===== src/rtl/busmon_pkg.sv =====
package busmon_pkg;

  typedef enum logic [1:0] {
    ST_UNKNOWN = 2'b00,
    ST_IDLE    = 2'b01,
    ST_OWNER   = 2'b10,
    ST_BUSY    = 2'b11
  } busState_e;

  // line events reported by the datapath to the control
  typedef struct packed {
    logic startSeen;
    logic stopSeen;
    logic arbMismatch;
    logic quietExpired;
  } lineEvents_t;

  // strobes from the control to the datapath
  typedef struct packed {
    logic countEn;
  } ctrlStrobes_t;

endpackage


===== src/rtl/busmon_sync.sv =====
module busmon_sync #(
  parameter int STAGES = 2
) (
  input  logic clk,
  input  logic rstN,
  input  logic din,
  output logic dout
);
  logic [STAGES-1:0] pipe;

  generate
    if (STAGES == 1) begin : g_single
      always_ff @(posedge clk or negedge rstN) begin
        if (!rstN) pipe <= 1'b1;
        else       pipe <= din;
      end
    end else begin : g_chain
      always_ff @(posedge clk or negedge rstN) begin
        if (!rstN) pipe <= '1;
        else       pipe <= {pipe[STAGES-2:0], din};
      end
    end
  endgenerate

  assign dout = pipe[STAGES-1];
endmodule


===== src/rtl/busmon_datapath.sv =====
module busmon_datapath
  import busmon_pkg::*;
#(
  parameter int SYNC_STAGES = 2,
  parameter int TO_W        = 16
) (
  input  logic            clk,
  input  logic            rstN,
  input  logic            sclIn,
  input  logic            sdaIn,
  input  logic            sdaDrive,
  input  logic [TO_W-1:0] timeoutLimit,
  input  ctrlStrobes_t    strobes,
  output lineEvents_t     events
);
  logic sclS, sdaS, driveS;
  logic sclPrev, sdaPrev;
  logic anyEdge;
  logic [TO_W-1:0] quietCnt;

  busmon_sync #(.STAGES(SYNC_STAGES)) u_sclSync (
    .clk(clk), .rstN(rstN), .din(sclIn), .dout(sclS));
  busmon_sync #(.STAGES(SYNC_STAGES)) u_sdaSync (
    .clk(clk), .rstN(rstN), .din(sdaIn), .dout(sdaS));
  // local drive level delayed the same way so it lines up with the bus sample
  busmon_sync #(.STAGES(SYNC_STAGES)) u_drvSync (
    .clk(clk), .rstN(rstN), .din(sdaDrive), .dout(driveS));

  always_ff @(posedge clk or negedge rstN) begin
    if (!rstN) begin
      sclPrev <= 1'b1;
      sdaPrev <= 1'b1;
    end else begin
      sclPrev <= sclS;
      sdaPrev <= sdaS;
    end
  end

  assign anyEdge = (sclS ^ sclPrev) | (sdaS ^ sdaPrev);

  always_ff @(posedge clk or negedge rstN) begin
    if (!rstN)                           quietCnt <= '0;
    else if (!strobes.countEn || anyEdge) quietCnt <= '0;
    else if (quietCnt != timeoutLimit)   quietCnt <= quietCnt + 1'b1;
  end

  always_comb begin
    events.startSeen    = sclPrev & sclS & sdaPrev & ~sdaS;
    events.stopSeen     = sclPrev & sclS & ~sdaPrev & sdaS;
    events.arbMismatch  = sclPrev & sclS & driveS & ~sdaS;
    events.quietExpired = strobes.countEn & ~anyEdge & (quietCnt == timeoutLimit);
  end
endmodule


===== src/rtl/busmon_control.sv =====
module busmon_control
  import busmon_pkg::*;
(
  input  logic         clk,
  input  logic         rstN,
  input  logic         enable,
  input  logic         startReq,
  input  logic         arbClear,
  input  lineEvents_t  events,
  output busState_e    state,
  output ctrlStrobes_t strobes,
  output logic         arbLost,
  output logic         busyReject
);
  busState_e nextState;
  logic      rejectNow;
  logic      setLost;

  always_comb begin
    nextState = state;
    rejectNow = 1'b0;
    setLost   = 1'b0;
    if (!enable) begin
      nextState = ST_UNKNOWN;
      rejectNow = startReq;
    end else begin
      case (state)
        ST_UNKNOWN: begin
          rejectNow = startReq;
          if (events.stopSeen || events.quietExpired) nextState = ST_IDLE;
        end
        ST_IDLE: begin
          if (events.startSeen) begin
            nextState = ST_BUSY;
            rejectNow = startReq;
          end else if (startReq) begin
            nextState = ST_OWNER;
          end
        end
        ST_OWNER: begin
          rejectNow = startReq;
          if (events.stopSeen) begin
            nextState = ST_IDLE;
          end else if (events.arbMismatch) begin
            nextState = ST_BUSY;
            setLost   = 1'b1;
          end
        end
        default: begin
          rejectNow = startReq;
          if (events.stopSeen) nextState = ST_IDLE;
        end
      endcase
    end
  end

  always_ff @(posedge clk or negedge rstN) begin
    if (!rstN) begin
      state      <= ST_UNKNOWN;
      busyReject <= 1'b0;
      arbLost    <= 1'b0;
    end else begin
      state      <= nextState;
      busyReject <= rejectNow;
      if (setLost)                   arbLost <= 1'b1;
      else if (arbClear || startReq) arbLost <= 1'b0;
    end
  end

  assign strobes.countEn = enable && (state == ST_UNKNOWN);
endmodule


===== src/rtl/i2c_bus_monitor.sv =====
module i2c_bus_monitor
  import busmon_pkg::*;
#(
  parameter int SYNC_STAGES = 2,
  parameter int TO_W        = 16
) (
  input  logic            clk,
  input  logic            rstN,
  input  logic            enable,
  input  logic            sclIn,
  input  logic            sdaIn,
  input  logic            sdaDrive,
  input  logic            startReq,
  input  logic            arbClear,
  input  logic [TO_W-1:0] timeoutLimit,
  output logic [1:0]      busState,
  output logic            startDet,
  output logic            stopDet,
  output logic            arbLost,
  output logic            busyReject
);
  lineEvents_t  events;
  ctrlStrobes_t strobes;
  busState_e    state;

  busmon_datapath #(.SYNC_STAGES(SYNC_STAGES), .TO_W(TO_W)) u_datapath (
    .clk(clk), .rstN(rstN), .sclIn(sclIn), .sdaIn(sdaIn), .sdaDrive(sdaDrive),
    .timeoutLimit(timeoutLimit), .strobes(strobes), .events(events));

  busmon_control u_control (
    .clk(clk), .rstN(rstN), .enable(enable), .startReq(startReq),
    .arbClear(arbClear), .events(events), .state(state), .strobes(strobes),
    .arbLost(arbLost), .busyReject(busyReject));

  assign busState = state;
  assign startDet = events.startSeen;
  assign stopDet  = events.stopSeen;
endmodule


===== config.mk =====
export PLATFORM = sky130hd
export DESIGN_NAME = i2c_bus_monitor
export DESIGN_NICKNAME = d
export VERILOG_FILES = /design/src/rtl/busmon_pkg.sv /design/src/rtl/busmon_sync.sv /design/src/rtl/busmon_datapath.sv /design/src/rtl/busmon_control.sv /design/src/rtl/i2c_bus_monitor.sv
export SDC_FILE = /design/constraint.sdc
export NUM_CORES = 1
export LEC_CHECK = 0
export BUFFER_PORTS_ARGS = -buffer_cell sky130_fd_sc_hd__buf_2
export CORE_MARGIN = 4
export CORE_UTILIZATION = 40
export DETAILED_ROUTE_END_ITERATION = 8
export HOLD_SLACK_MARGIN = 0.08
export PLACE_DENSITY = 0.67
export SYNTH_ARGS = -nofsm -noshare
export SYNTH_HDL_FRONTEND = slang
export SYNTH_HIERARCHICAL = 1
export SYNTH_SLANG_ARGS = --single-unit

===== constraint.sdc =====
create_clock -name clk -period 3 [get_ports clk]
set_input_delay 0.3 -clock clk [delete_from_list [all_inputs] [get_ports clk]]
set_output_delay 0.3 -clock clk [all_outputs]
set_load 0.005 [all_outputs]

==> impl_metrics.prom, run 1 <==
# TYPE chip_impl_metric gauge
chip_impl_metric{name="starting_density_of_the_core",unit="%"} 43.1
chip_impl_metric{name="synth_top_cell_area_share",unit="%"} 30.6
chip_impl_metric{name="synthDistinctLibCells",unit=""} 41
chip_impl_metric{name="overflow",unit=""} 0
chip_impl_metric{name="grt_util_all_layers",unit="%"} 13.6
chip_impl_metric{name="fin_worst_skew",unit="ns"} 0.00185
chip_impl_info{name="cp-end-kind",value="flop"} 1
chip_impl_metric{name="synthesis.nets",unit=""} 195
chip_impl_metric{name="die_width",unit="microns"} 72.0
chip_impl_metric{name="worst_skew_pair.late_latency",unit="ns"} 0.27
chip_impl_metric{name="antenna_cells_inserted",unit=""} 0
chip_impl_metric{name="cts-root-to-sink-buffers",unit=""} 2
chip_impl_metric{name="cts.repair_timing.setup_buffer_count",unit=""} 0
chip_impl_metric{name="post_synth_and_or_nand_nor_area_fraction",unit="%"} 25.2
chip_impl_info{name="critical_path.reg2reg.startpoint",value="u_datapath/quietCnt[1]"} 1
chip_impl_info{name="synth.top_cells.by_count",value="sky130_fd_sc_hd__dfrtp_1 (20), sky130_fd_sc_hd__xnor2_1 (17), sky130_fd_sc_hd__nand2_1 (15), sky130_fd_sc_hd__a21oi_1 (9)"} 1
chip_impl_metric{name="initialDrtViolationCount",unit=""} 75
chip_impl_info{name="dominant_combinational_cell_family_by_area_after_synthesis",value="simple AND/OR/NAND/NOR gates"} 1
chip_impl_metric{name="route.detailed.wl_per_inst",unit="microns"} 13.5
chip_impl_metric{name="comb_power_share",unit="%"} 20.8
chip_impl_info{name="grt_setup_unrepaired",value="no"} 1
chip_impl_metric{name="synth-edff-count",unit=""} 0
chip_impl_metric{name="cts_repair_resized_insts",unit=""} 0
chip_impl_metric{name="global_route_wire_length_before_repair",unit="mm"} 5.66
chip_impl_metric{name="setup_viol",unit=""} 0
chip_impl_metric{name="path_max_fanout",unit=""} 10
chip_impl_metric{name="avgViaCountPerCell",unit=""} 5.35
chip_impl_info{name="yosys-top-cells-area",value="sky130_fd_sc_hd__dfrtp_1 (31%), sky130_fd_sc_hd__dfstp_2 (13%), sky130_fd_sc_hd__xnor2_1 (9.1%)"} 1
chip_impl_info{name="yosys.area.top_type",value="sky130_fd_sc_hd__dfrtp_1"} 1
chip_impl_metric{name="post_synth_xor_area_fraction",unit="%"} 9.63
chip_impl_metric{name="worst_ep_required_time",unit="ns"} 3.17
chip_impl_info{name="hold_class",value="in2reg"} 1
chip_impl_metric{name="grt_start_max_net_pins",unit=""} 29
chip_impl_metric{name="ir_drop",unit="uV"} 229
chip_impl_metric{name="totalNegativeSetupSlack",unit="ns"} 0
chip_impl_metric{name="seqPwrFrac",unit="%"} 50.7
chip_impl_metric{name="drt-pass1-iter-count",unit=""} 4
chip_impl_metric{name="achievable-frequency",unit="MHz"} 442
chip_impl_metric{name="vias",unit=""} 1299
chip_impl_metric{name="timing_max_transition_violations_final",unit=""} 0
chip_impl_metric{name="floorplan.die_area",unit="sq mm"} 0.00518
chip_impl_metric{name="h-tree-depth",unit=""} 1
chip_impl_metric{name="async_reset_ff_share",unit="%"} 100
chip_impl_metric{name="cts.clk_slew.worst_paths",unit="ns"} 0.09
chip_impl_info{name="path_class",value="reg2reg"} 1
chip_impl_metric{name="power_density",unit="mW/mm^2"} 431
chip_impl_info{name="tritoncts",value="built"} 1
chip_impl_metric{name="drc_errors",unit=""} 0
chip_impl_metric{name="mux_share_of_post_synthesis_cell_area",unit="%"} 0.611
chip_impl_metric{name="timing.critical_path.arrival",unit="ns"} 2.43
chip_impl_metric{name="io_buffer_count",unit=""} 29
chip_impl_metric{name="clkPwrFrac",unit="%"} 28.5
chip_impl_metric{name="power_switching_share",unit="%"} 26.7
chip_impl_metric{name="synth_cells",unit=""} 165
chip_impl_metric{name="slew-limit-headroom",unit="%"} 58.3
chip_impl_metric{name="finalHoldViolations",unit=""} 0
chip_impl_metric{name="leakage",unit="nW"} 0.798
chip_impl_info{name="startpoint_type",value="flop"} 1
chip_impl_metric{name="post-place-cells",unit=""} 238
chip_impl_metric{name="num_rows",unit=""} 22
chip_impl_metric{name="core_area",unit="sq mm"} 0.00380
chip_impl_metric{name="seq_area_frac_synth",unit="%"} 43.4
chip_impl_metric{name="drive_above_1_share",unit="%"} 24.1
chip_impl_metric{name="synth-compound-area-share",unit="%"} 12.3
chip_impl_metric{name="cell_internal_pwr",unit="uW"} 594
chip_impl_metric{name="timing.final.crit_share",unit="%"} 75.4
chip_impl_metric{name="place.gp.congestion",unit=""} 0.824
chip_impl_info{name="crit_path_start",value="u_datapath/quietCnt[1]"} 1
chip_impl_metric{name="timing.reg2reg.setup_slack",unit="ns"} 0.74
chip_impl_metric{name="finalCriticalPeriod",unit="ns"} 2.26
chip_impl_metric{name="cts.sinks",unit=""} 28
chip_impl_metric{name="area_growth",unit="%"} 14.8
chip_impl_info{name="synth_top_flop_cell",value="sky130_fd_sc_hd__dfrtp_1"} 1
chip_impl_metric{name="syn-mean-instance-area",unit="sq um"} 9.93
chip_impl_metric{name="grt_antenna_before_repair",unit=""} 0
chip_impl_metric{name="route.antenna.remaining_nets",unit=""} 0
chip_impl_metric{name="power_switching",unit="uW"} 217
chip_impl_info{name="cts_root_buffer",value="sky130_fd_sc_hd__clkbuf_8"} 1
chip_impl_metric{name="synthesis.yosys.warnings",unit=""} 6
chip_impl_metric{name="num_io_pins",unit=""} 30
chip_impl_info{name="critPathCapture",value="u_control/state[0]"} 1
chip_impl_metric{name="worstMarginPinSlew",unit="ns"} 0.626
chip_impl_metric{name="number_of_register_bits_inferred_by_synthesis",unit=""} 28
chip_impl_metric{name="number_of_cells_on_the_worst_reg_to_reg_path",unit=""} 8
chip_impl_metric{name="finished_layout_cells",unit=""} 243
chip_impl_metric{name="layout.nets",unit=""} 226
chip_impl_metric{name="drv_cap",unit=""} 0
chip_impl_metric{name="cts_made_buffers",unit=""} 3
chip_impl_metric{name="post_synth_fa_ha_maj_area_fraction",unit="%"} 4.58
chip_impl_info{name="rr_endpoint",value="u_control/state[0]"} 1
chip_impl_metric{name="routed_wl",unit="mm"} 3.29
chip_impl_metric{name="place_hpwl",unit="mm"} 2.50
chip_impl_metric{name="syn-cell-area",unit="sq mm"} 0.00164
chip_impl_info{name="run_status",value="finished clean"} 1
chip_impl_info{name="yosys.cell_count.top_type",value="sky130_fd_sc_hd__dfrtp_1"} 1
chip_impl_metric{name="first_global_vias",unit=""} 1269
chip_impl_metric{name="y_dimension_of_the_die",unit="microns"} 72.0
worst min path at each step:
stage / startpoint / end / slack (ns) / cells after the start
6_report: sclIn / u_datapath/u_sclSync/pipe[0] / 0.12 / 1
5_1_grt: sdaDrive / u_datapath/u_drvSync/pipe[0] / 0.1 / 1
4_1_cts: sdaDrive / u_datapath/u_drvSync/pipe[0] / 0.11 / 1
3_5_place_dp: u_datapath/u_drvSync/pipe[0] / u_datapath/u_drvSync/pipe[1] / 0.35 / 0
3_3_place_gp: rstN / u_datapath/quietCnt[2] / 0.35 / 1
2_1_floorplan: rstN / u_control/arbLost / 0.004 / 0
metal layers:
layer / vias up / wire, microns / track usage [%]
met1: 623 / 1520 / 17.5
met5: - / 0 / 0
li1: 653 / - / -
met3: 2 / 107 / 2.49
met4: 0 / 19 / 6.26
met2: 21 / 1640 / 22.1
state kept, by name (all words and copies together), names as in the netlist:
register	flops
u_datapath/quietCnt	16
u_control/state	2
u_datapath/u_drvSync/pipe	2
u_datapath/u_sclSync/pipe	2
u_datapath/u_sdaSync/pipe	2
u_control/arbLost	1
u_control/busyReject	1
u_datapath/sclPrev	1
u_datapath/sdaPrev	1
worst max-delay path, cell delays in order (launching register included):
cell	delay (ns)
sky130_fd_sc_hd__dfrtp_1	0.43
sky130_fd_sc_hd__xnor2_1	0.21
sky130_fd_sc_hd__nand4_1	0.18
sky130_fd_sc_hd__nor4_4	0.57
sky130_fd_sc_hd__and2_1	0.20
sky130_fd_sc_hd__or2b_1	0.09
sky130_fd_sc_hd__a31o_1	0.24
sky130_fd_sc_hd__o21bai_2	0.08
sky130_fd_sc_hd__a22o_1	0.17
cell usage in the layout (no fill, tap or decap), types with 6 or more instances in the layout:
cell,netlist,routed
sky130_fd_sc_hd__buf_2,0,29
sky130_fd_sc_hd__dfrtp_1,20,20
sky130_fd_sc_hd__xnor2_1,17,17
sky130_fd_sc_hd__nand2_1,15,15
sky130_fd_sc_hd__a21oi_1,9,9
sky130_fd_sc_hd__or3_1,8,8
sky130_fd_sc_hd__nand3_1,8,8
sky130_fd_sc_hd__dfstp_2,8,8
sky130_fd_sc_hd__inv_1,7,7
sky130_fd_sc_hd__nor2_1,7,7
sky130_fd_sc_hd__or4_1,7,7
sky130_fd_sc_hd__nand4_1,6,6
sky130_fd_sc_hd__ha_1,6,6
metrics by stage:
stage	utilization (%)	hold WS, ns	instance area [sq um]	power, mW	setup WS [ns]
after global placement	47.8	0.345	1820	0.582	0.771
after detailed placement	47.8	0.347	1820	0.585	0.714
after global routing	49.5	0.0996	1880	0.855	0.552
final	49.5	0.116	1880	0.810	0.737
after floorplan	-	0.00441	1640	0.526	0.890
after CTS	49.5	0.107	1880	0.822	0.708
power by group through the flow:
stage / Clock (mW) / Combinational [mW] / Sequential [mW]
finish: 0.231 / 0.169 / 0.410
detailed placement: 0 / 0.167 / 0.417
global placement: 0 / 0.165 / 0.417
global route: 0.255 / 0.187 / 0.414
floorplan: 0 / 0.110 / 0.416
CTS: 0.242 / 0.169 / 0.411
repair_timing:
item	4_1_cts	5_1_grt
hold endpoints to repair	20	0
endpoints found under the setup margin	0	0
hold buffers	1	0
logic make-up (layout without fill, tap and decap cells):
kind of cell    after synthesis  in the layout
compound gates               30             30
xor+xnor                     18             18
fa+ha+maj                     6              6
buf+inv                      12             42
flops                        28             28
mux                           1              1
simple gates                 70             70
area by class of cell:
cell class	instances	area [sq um]
clock buffer	4	55.1
tap	48	60.1
timing repair buffer	31	163
fill	379	1920
inverter	7	26.3
multi-input combinational	125	866
sequential	28	711
Power figures use the tool's default switching activity.
==> run 2, diff against run 1 <==
==> constraint.sdc (replaced) <==
create_clock -name clk -period 2.1 [get_ports clk]
set_input_delay 0.21 -clock clk [delete_from_list [all_inputs] [get_ports clk]]
set_output_delay 0.21 -clock clk [all_outputs]
set_load 0.005 [all_outputs]
==> run 2 against run 1 <==
Sequential cell count unchanged; register-to-register slack got worse by 0.63 ns; worst hold slack improved by 0.041 ns; power increased by 62%; global-route usage increased by 1.7 points; worst setup slack got worse by 0.63 ns; core utilization increased by 2.7 points; largest power group unchanged; highest routed layer unchanged.
==> impl_metrics.prom, run 2 (same netlist as run 1, synthesis figures left out) <==
# TYPE chip_impl_metric gauge
chip_impl_info{name="cp-end-kind",value="flop"} 1
chip_impl_metric{name="fin_util",unit="%"} 52.2
chip_impl_metric{name="place.gp.congestion",unit=""} 0.927
chip_impl_metric{name="y_dimension_of_the_die",unit="microns"} 72.0
chip_impl_metric{name="h-tree-depth",unit=""} 1
chip_impl_metric{name="initialDrtViolationCount",unit=""} 58
chip_impl_metric{name="ir_drop",unit="uV"} 243
chip_impl_info{name="grt_setup_unrepaired",value="no"} 1
chip_impl_info{name="hold_class",value="in2reg"} 1
chip_impl_metric{name="cts_made_buffers",unit=""} 3
chip_impl_metric{name="cts-root-to-sink-buffers",unit=""} 2
chip_impl_metric{name="starting_density_of_the_core",unit="%"} 43.1
chip_impl_metric{name="antenna_cells_inserted",unit=""} 0
chip_impl_metric{name="area.sequential",unit="sq um"} 711
chip_impl_metric{name="worst_skew_pair.late_latency",unit="ns"} 0.28
chip_impl_metric{name="timing_max_transition_violations_final",unit=""} 0
chip_impl_metric{name="drc_errors",unit=""} 0
chip_impl_info{name="registers.top_by_ff_count",value="u_datapath/quietCnt"} 1
chip_impl_metric{name="leakage",unit="nW"} 0.853
chip_impl_metric{name="largest_register_ff_count",unit=""} 16
chip_impl_metric{name="achievable-frequency",unit="MHz"} 502
chip_impl_metric{name="vias",unit=""} 1366
chip_impl_metric{name="grt_start_max_net_pins",unit=""} 31
chip_impl_metric{name="worst_ep_required_time",unit="ns"} 2.26
chip_impl_metric{name="num_io_pins",unit=""} 30
chip_impl_metric{name="route.detailed.wl_per_inst",unit="microns"} 14.4
chip_impl_metric{name="slew-limit-headroom",unit="%"} 57.1
chip_impl_metric{name="area_growth",unit="%"} 21.1
chip_impl_metric{name="worstMarginPinSlew",unit="ns"} 0.644
chip_impl_info{name="tritoncts",value="built"} 1
chip_impl_metric{name="finalCriticalPeriod",unit="ns"} 1.99
chip_impl_metric{name="core_area",unit="sq mm"} 0.00380
chip_impl_metric{name="grt_antenna_before_repair",unit=""} 0
chip_impl_metric{name="setup_viol",unit=""} 0
chip_impl_info{name="run_status",value="finished clean"} 1
chip_impl_metric{name="timing.critical_path.arrival",unit="ns"} 2.15
chip_impl_info{name="leading_cell_types_in_the_layout_fill_and_taps_excluded",value="sky130_fd_sc_hd__buf_2 (29), sky130_fd_sc_hd__dfrtp_1 (20), sky130_fd_sc_hd__xnor2_1 (17)"} 1
chip_impl_metric{name="final_area",unit="sq mm"} 0.00198
chip_impl_metric{name="grt_util_all_layers",unit="%"} 15.2
chip_impl_metric{name="first_global_vias",unit=""} 1388
chip_impl_metric{name="fin_ws",unit="ns"} 0.109
chip_impl_info{name="path_class",value="reg2reg"} 1
chip_impl_metric{name="cts.clk_slew.worst_paths",unit="ns"} 0.10
chip_impl_metric{name="route.antenna.remaining_nets",unit=""} 0
chip_impl_metric{name="place_hpwl",unit="mm"} 2.71
chip_impl_metric{name="timing.final.crit_share",unit="%"} 94.8
chip_impl_metric{name="filler_cell_count",unit=""} 360
chip_impl_metric{name="path_max_fanout",unit=""} 4
chip_impl_metric{name="placement.setup.worst_slack",unit="ns"} 0.0340
chip_impl_metric{name="avgViaCountPerCell",unit=""} 5.42
chip_impl_metric{name="drv_cap",unit=""} 0
chip_impl_metric{name="cts.sinks",unit=""} 28
chip_impl_metric{name="overflow",unit=""} 0
chip_impl_metric{name="die_width",unit="microns"} 72.0
chip_impl_metric{name="drt-pass1-iter-count",unit=""} 4
chip_impl_metric{name="num_rows",unit=""} 22
chip_impl_metric{name="postPlaceCellArea",unit="sq mm"} 0.00185
chip_impl_metric{name="io_buffer_count",unit=""} 29
chip_impl_metric{name="finalHoldViolations",unit=""} 0
chip_impl_info{name="cts_root_buffer",value="sky130_fd_sc_hd__clkbuf_8"} 1
chip_impl_metric{name="fin_worst_skew",unit="ns"} 0.00424
chip_impl_metric{name="totalNegativeSetupSlack",unit="ns"} 0
chip_impl_info{name="startpoint_type",value="flop"} 1
chip_impl_metric{name="global_route_wire_length_before_repair",unit="mm"} 6.25
chip_impl_metric{name="power_density",unit="mW/mm^2"} 661
chip_impl_metric{name="multi_input_comb_area",unit="sq um"} 877
chip_impl_info{name="layout.cells.most_common",value="sky130_fd_sc_hd__buf_2"} 1
chip_impl_metric{name="floorplan.die_area",unit="sq mm"} 0.00518
chip_impl_metric{name="routed_wl",unit="mm"} 3.64
chip_impl_metric{name="drive_above_1_share",unit="%"} 27.5
chip_impl_metric{name="layout.nets",unit=""} 235
[run 2: cell count changes in the layout (fill, tap and decap cells not counted), sizes merged]
cell / previous run / this run
bufinv: 0 / 1
clkbuf: 4 / 3
buf: 30 / 36
dlygate4sd3: 1 / 4
[run 2: path summary, 6_finish.rpt]
check	to	from	cells after the start	slack (ns)
max in group asynchronous	u_datapath/quietCnt[6]	rstN	2	1.20
min	u_control/arbLost	arbClear	4	0.16
max reg2reg	u_control/state[1]	u_control/state[0]	9	0.11
min reg2reg	u_datapath/u_sclSync/pipe[1]	u_datapath/u_sclSync/pipe[0]	0	0.36
max	u_control/state[1]	u_control/state[0]	9	0.11
min in group asynchronous	u_datapath/quietCnt[4]	rstN	2	0.48
[run 2: layout make-up]
class,count,share of cell area (%)
sequential,28,35.8
tap,48,3.03
timing repair buffer,40,12.0
clock buffer,3,2.08
inverter,7,1.32
multi-input combinational,125,44.2
clock inverter,1,1.51
[run 2: metal layers]
layer  track usage [%]  up-vias  routed length (microns)
met1              18.6      672                     1590
met4              5.64        0                       48
met2              26.7       12                     1900
met5                 0        -                        0
li1                  -      677                        -
met3              2.77        5                      100
[run 2: through the flow]
step	std cells	hold slack [ns]	power [mW]
2_1_floorplan	165	-0.0856	0.752
3_3_place_gp	243	0.273	0.828
3_5_place_dp	243	0.279	0.848
4_1_cts	251	0.150	1.30
5_1_grt	252	0.148	1.38
6_report	252	0.158	1.31
[run 2: report_power, final]
| group | switching, mW | internal (mW) | total, mW |
|---|---|---|---|
| Combinational | 0.143 | 0.146 | 0.289 |
| Sequential | 0.0200 | 0.567 | 0.587 |
| Clock | 0.178 | 0.256 | 0.434 |
| Total | 0.341 | 0.969 | 1.31 |
[run 2: repair_timing]
item / 4_1_cts / 5_1_grt
hold endpoints to repair: 23 / 0
hold buffers: 4 / 0
resized for setup: 0 / 3
buffers inserted: 0 / 1
endpoints found under the setup margin: 0 / 2
[run 2: critical path, cell delays in order (launching register included)]
cell and delay [ns]:
sky130_fd_sc_hd__dfrtp_1 0.42, sky130_fd_sc_hd__inv_2 0.07, sky130_fd_sc_hd__ha_2 0.19, sky130_fd_sc_hd__and2_2 0.17, sky130_fd_sc_hd__and3b_1 0.17, sky130_fd_sc_hd__and2_1 0.13, sky130_fd_sc_hd__or2b_1 0.23, sky130_fd_sc_hd__a31o_4 0.27
sky130_fd_sc_hd__nand4_1 0.12, sky130_fd_sc_hd__o311ai_2 0.11
==> run 3, diff against run 2 <==
--- a/config.mk
+++ b/config.mk
@@ -5,7 +5,8 @@
 export SDC_FILE = /design/constraint.sdc
 export NUM_CORES = 1
 export LEC_CHECK = 0
-export BUFFER_PORTS_ARGS = -buffer_cell sky130_fd_sc_hd__buf_2
+export ABC_CLOCK_PERIOD_IN_PS = 2100
+export BUFFER_PORTS_ARGS = -buffer_cell sky130_fd_sc_hd__clkbuf_2
 export CORE_MARGIN = 4
 export CORE_UTILIZATION = 40
 export DETAILED_ROUTE_END_ITERATION = 8
==> run 3 against run 2 <==
Global-route usage down 1.3 points; register-to-register slack better by 0.02 ns; via count down 1.6%; largest cell class unchanged; highest routed layer unchanged.
==> impl_metrics.prom, run 3 (same netlist as run 1, synthesis figures left out) <==
# TYPE chip_impl_metric gauge
chip_impl_metric{name="cts_repair_resized_insts",unit=""} 0
chip_impl_metric{name="drt-pass1-iter-count",unit=""} 4
chip_impl_metric{name="cts.clk_slew.worst_paths",unit="ns"} 0.10
chip_impl_metric{name="h-tree-depth",unit=""} 1
chip_impl_metric{name="grt_start_max_net_pins",unit=""} 31
chip_impl_metric{name="y_dimension_of_the_die",unit="microns"} 72.0
chip_impl_metric{name="largest_register_ff_count",unit=""} 16
chip_impl_metric{name="power_switching_share",unit="%"} 25.9
chip_impl_metric{name="vias",unit=""} 1344
chip_impl_metric{name="timing_max_transition_violations_final",unit=""} 0
chip_impl_metric{name="power_density",unit="mW/mm^2"} 654
chip_impl_metric{name="worst_skew_pair.late_latency",unit="ns"} 0.28
chip_impl_metric{name="cts_made_buffers",unit=""} 3
chip_impl_metric{name="clkPwrFrac",unit="%"} 33.5
chip_impl_metric{name="place_hpwl",unit="mm"} 2.57
chip_impl_metric{name="drive_above_1_share",unit="%"} 26.0
chip_impl_metric{name="num_rows",unit=""} 22
chip_impl_metric{name="layout.nets",unit=""} 235
chip_impl_metric{name="achievable-frequency",unit="MHz"} 507
chip_impl_metric{name="grt_util_all_layers",unit="%"} 14.0
chip_impl_info{name="leading_cell_types_in_the_layout_fill_and_taps_excluded",value="sky130_fd_sc_hd__clkbuf_2 (29), sky130_fd_sc_hd__dfrtp_1 (20), sky130_fd_sc_hd__xnor2_1 (17)"} 1
chip_impl_info{name="hold_class",value="in2reg"} 1
chip_impl_info{name="cp-end-kind",value="flop"} 1
chip_impl_metric{name="worstMarginPinSlew",unit="ns"} 0.682
chip_impl_metric{name="first_global_vias",unit=""} 1342
chip_impl_metric{name="totalNegativeSetupSlack",unit="ns"} 0
chip_impl_metric{name="finalCriticalPeriod",unit="ns"} 1.97
chip_impl_metric{name="hold_slack",unit="ns"} 0.172
chip_impl_metric{name="seqPwrFrac",unit="%"} 45.0
chip_impl_metric{name="setup_viol",unit=""} 0
chip_impl_metric{name="core_area",unit="sq mm"} 0.00380
chip_impl_metric{name="power_switching",unit="uW"} 334
chip_impl_metric{name="starting_density_of_the_core",unit="%"} 43.1
chip_impl_metric{name="avgViaCountPerCell",unit=""} 5.33
chip_impl_metric{name="timing.final.crit_share",unit="%"} 93.9
chip_impl_metric{name="finalHoldViolations",unit=""} 0
chip_impl_info{name="crit_path_cell_trace",value="inv_1 > ha_1 > and2_2 > and3b_1 > and2_1 > or2b_1 > a31o_1 > nand4_1 > o311ai_2"} 1
chip_impl_metric{name="fin_worst_skew",unit="ns"} 0.00532
chip_impl_info{name="layout.cells.most_common",value="sky130_fd_sc_hd__clkbuf_2"} 1
chip_impl_info{name="run_status",value="finished clean"} 1
chip_impl_metric{name="comb_power_share",unit="%"} 21.5
chip_impl_info{name="startpoint_type",value="flop"} 1
chip_impl_metric{name="slew-limit-headroom",unit="%"} 54.5
chip_impl_metric{name="place.gp.congestion",unit=""} 0.896
chip_impl_metric{name="floorplan.die_area",unit="sq mm"} 0.00518
chip_impl_metric{name="io_buffer_count",unit=""} 29
chip_impl_metric{name="timing.critical_path.arrival",unit="ns"} 2.13
chip_impl_info{name="crit_path_top_delay_cell",value="sky130_fd_sc_hd__dfrtp_1"} 1
chip_impl_metric{name="antenna_cells_inserted",unit=""} 0
chip_impl_metric{name="cts-root-to-sink-buffers",unit=""} 2
chip_impl_info{name="grt_setup_unrepaired",value="no"} 1
chip_impl_metric{name="path_max_fanout",unit=""} 4
chip_impl_metric{name="route.antenna.remaining_nets",unit=""} 0
chip_impl_metric{name="global_route_wire_length_before_repair",unit="mm"} 5.80
chip_impl_metric{name="ir_drop",unit="uV"} 289
chip_impl_metric{name="drv_cap",unit=""} 0
chip_impl_info{name="tritoncts",value="built"} 1
chip_impl_metric{name="die_width",unit="microns"} 72.0
chip_impl_metric{name="placement.setup.worst_slack",unit="ns"} 0.0581
chip_impl_metric{name="cell_internal_pwr",unit="uW"} 956
chip_impl_info{name="registers.top_by_ff_count",value="u_datapath/quietCnt"} 1
chip_impl_metric{name="route.detailed.wl_per_inst",unit="microns"} 13.5
chip_impl_metric{name="fin_util",unit="%"} 51.9
chip_impl_metric{name="fin_ws",unit="ns"} 0.128
chip_impl_metric{name="initialDrtViolationCount",unit=""} 59
chip_impl_metric{name="cts.sinks",unit=""} 28
chip_impl_metric{name="num_io_pins",unit=""} 30
chip_impl_metric{name="cpPeakStageDelay",unit="ns"} 0.37
chip_impl_info{name="cts_root_buffer",value="sky130_fd_sc_hd__clkbuf_8"} 1
chip_impl_info{name="path_class",value="reg2reg"} 1
chip_impl_metric{name="worst_ep_required_time",unit="ns"} 2.26
chip_impl_metric{name="leakage",unit="nW"} 0.850
chip_impl_metric{name="drc_errors",unit=""} 0
chip_impl_metric{name="area_growth",unit="%"} 20.4
chip_impl_metric{name="grt_antenna_before_repair",unit=""} 0
chip_impl_metric{name="routed_wl",unit="mm"} 3.41
chip_impl_metric{name="overflow",unit=""} 0
==> run 3: cell types whose count changed in the layout (fill, tap and decap cells not counted) <==
cell                       previous run  this run
sky130_fd_sc_hd__ha_2                 1         0
sky130_fd_sc_hd__a31o_1               0         1
sky130_fd_sc_hd__inv_1                6         7
sky130_fd_sc_hd__inv_2                1         0
sky130_fd_sc_hd__buf_2               29         0
sky130_fd_sc_hd__ha_1                 5         6
sky130_fd_sc_hd__clkbuf_2             0        29
sky130_fd_sc_hd__a31o_4               1         0
==> run 3: critical path: cells and delay by family, from the launching register on <==
kind                     cells  cell delay [ns]
flip-flops                   1             0.37
AND/OR/NAND/NOR              5             0.82
adder cells (fa/ha/maj)      1             0.20
buffers and inverters        1             0.09
AO/OA/AOI/OAI                2             0.37
==> run 3: layout make-up <==
cell class,count,area (sq um)
clock buffers,3,41.3
clock inverters,1,30.0
fillers,354,1830
inverters,7,26.3
multi-input cells,125,866
flip-flops and latches,28,711
well taps,48,60.1
repair buffers,40,238
==> run 3: path summary, 6_finish.rpt <==
path | start | end | slack (ns) | depth (start not counted)
min in group asynchronous | rstN | u_datapath/quietCnt[4] | 0.50 | 2
worst min-delay path | arbClear | u_control/arbLost | 0.17 | 4
worst max-delay path | u_control/state[1] | u_control/state[1] | 0.13 | 9
max in group asynchronous | rstN | u_control/busyReject | 1.17 | 2
worst min register to register | u_datapath/u_sclSync/pipe[0] | u_datapath/u_sclSync/pipe[1] | 0.36 | 0
worst max register to register | u_control/state[1] | u_control/state[1] | 0.13 | 9
==> run 3: metal layers <==
layer | part of all wire [%] | track usage (%) | vias to the layer above
met1 | 44 | 17.4 | 645
li1 | - | - | 675
met2 | 52 | 24.5 | 20
met4 | 1.1 | 4.80 | 0
met3 | 2.8 | 2.22 | 4
met5 | 0 | 0 | -
==> run 3: power by group through the flow <==
stage	sequential, mW	combinational, mW	clock (mW)
3_3_place_gp	0.593	0.235	0
5_1_grt	0.583	0.307	0.461
4_1_cts	0.586	0.256	0.447
3_5_place_dp	0.597	0.248	0
2_1_floorplan	0.594	0.158	0
6_report	0.580	0.277	0.433
==> run 3: metrics by stage <==
stage	instance area [sq um]	cells	power, mW
CTS	1960	251	1.29
global placement	1850	243	0.829
finish	1970	252	1.29
floorplan	1650	165	0.752
global route	1970	252	1.35
detailed placement	1850	243	0.845
==> run 3: what timing repair did <==
item                       in CTS  in global routing
hold buffers                    4                  0
setup endpoints to repair       0                  2
buffers inserted                0                  1
hold endpoints to repair       23                  0
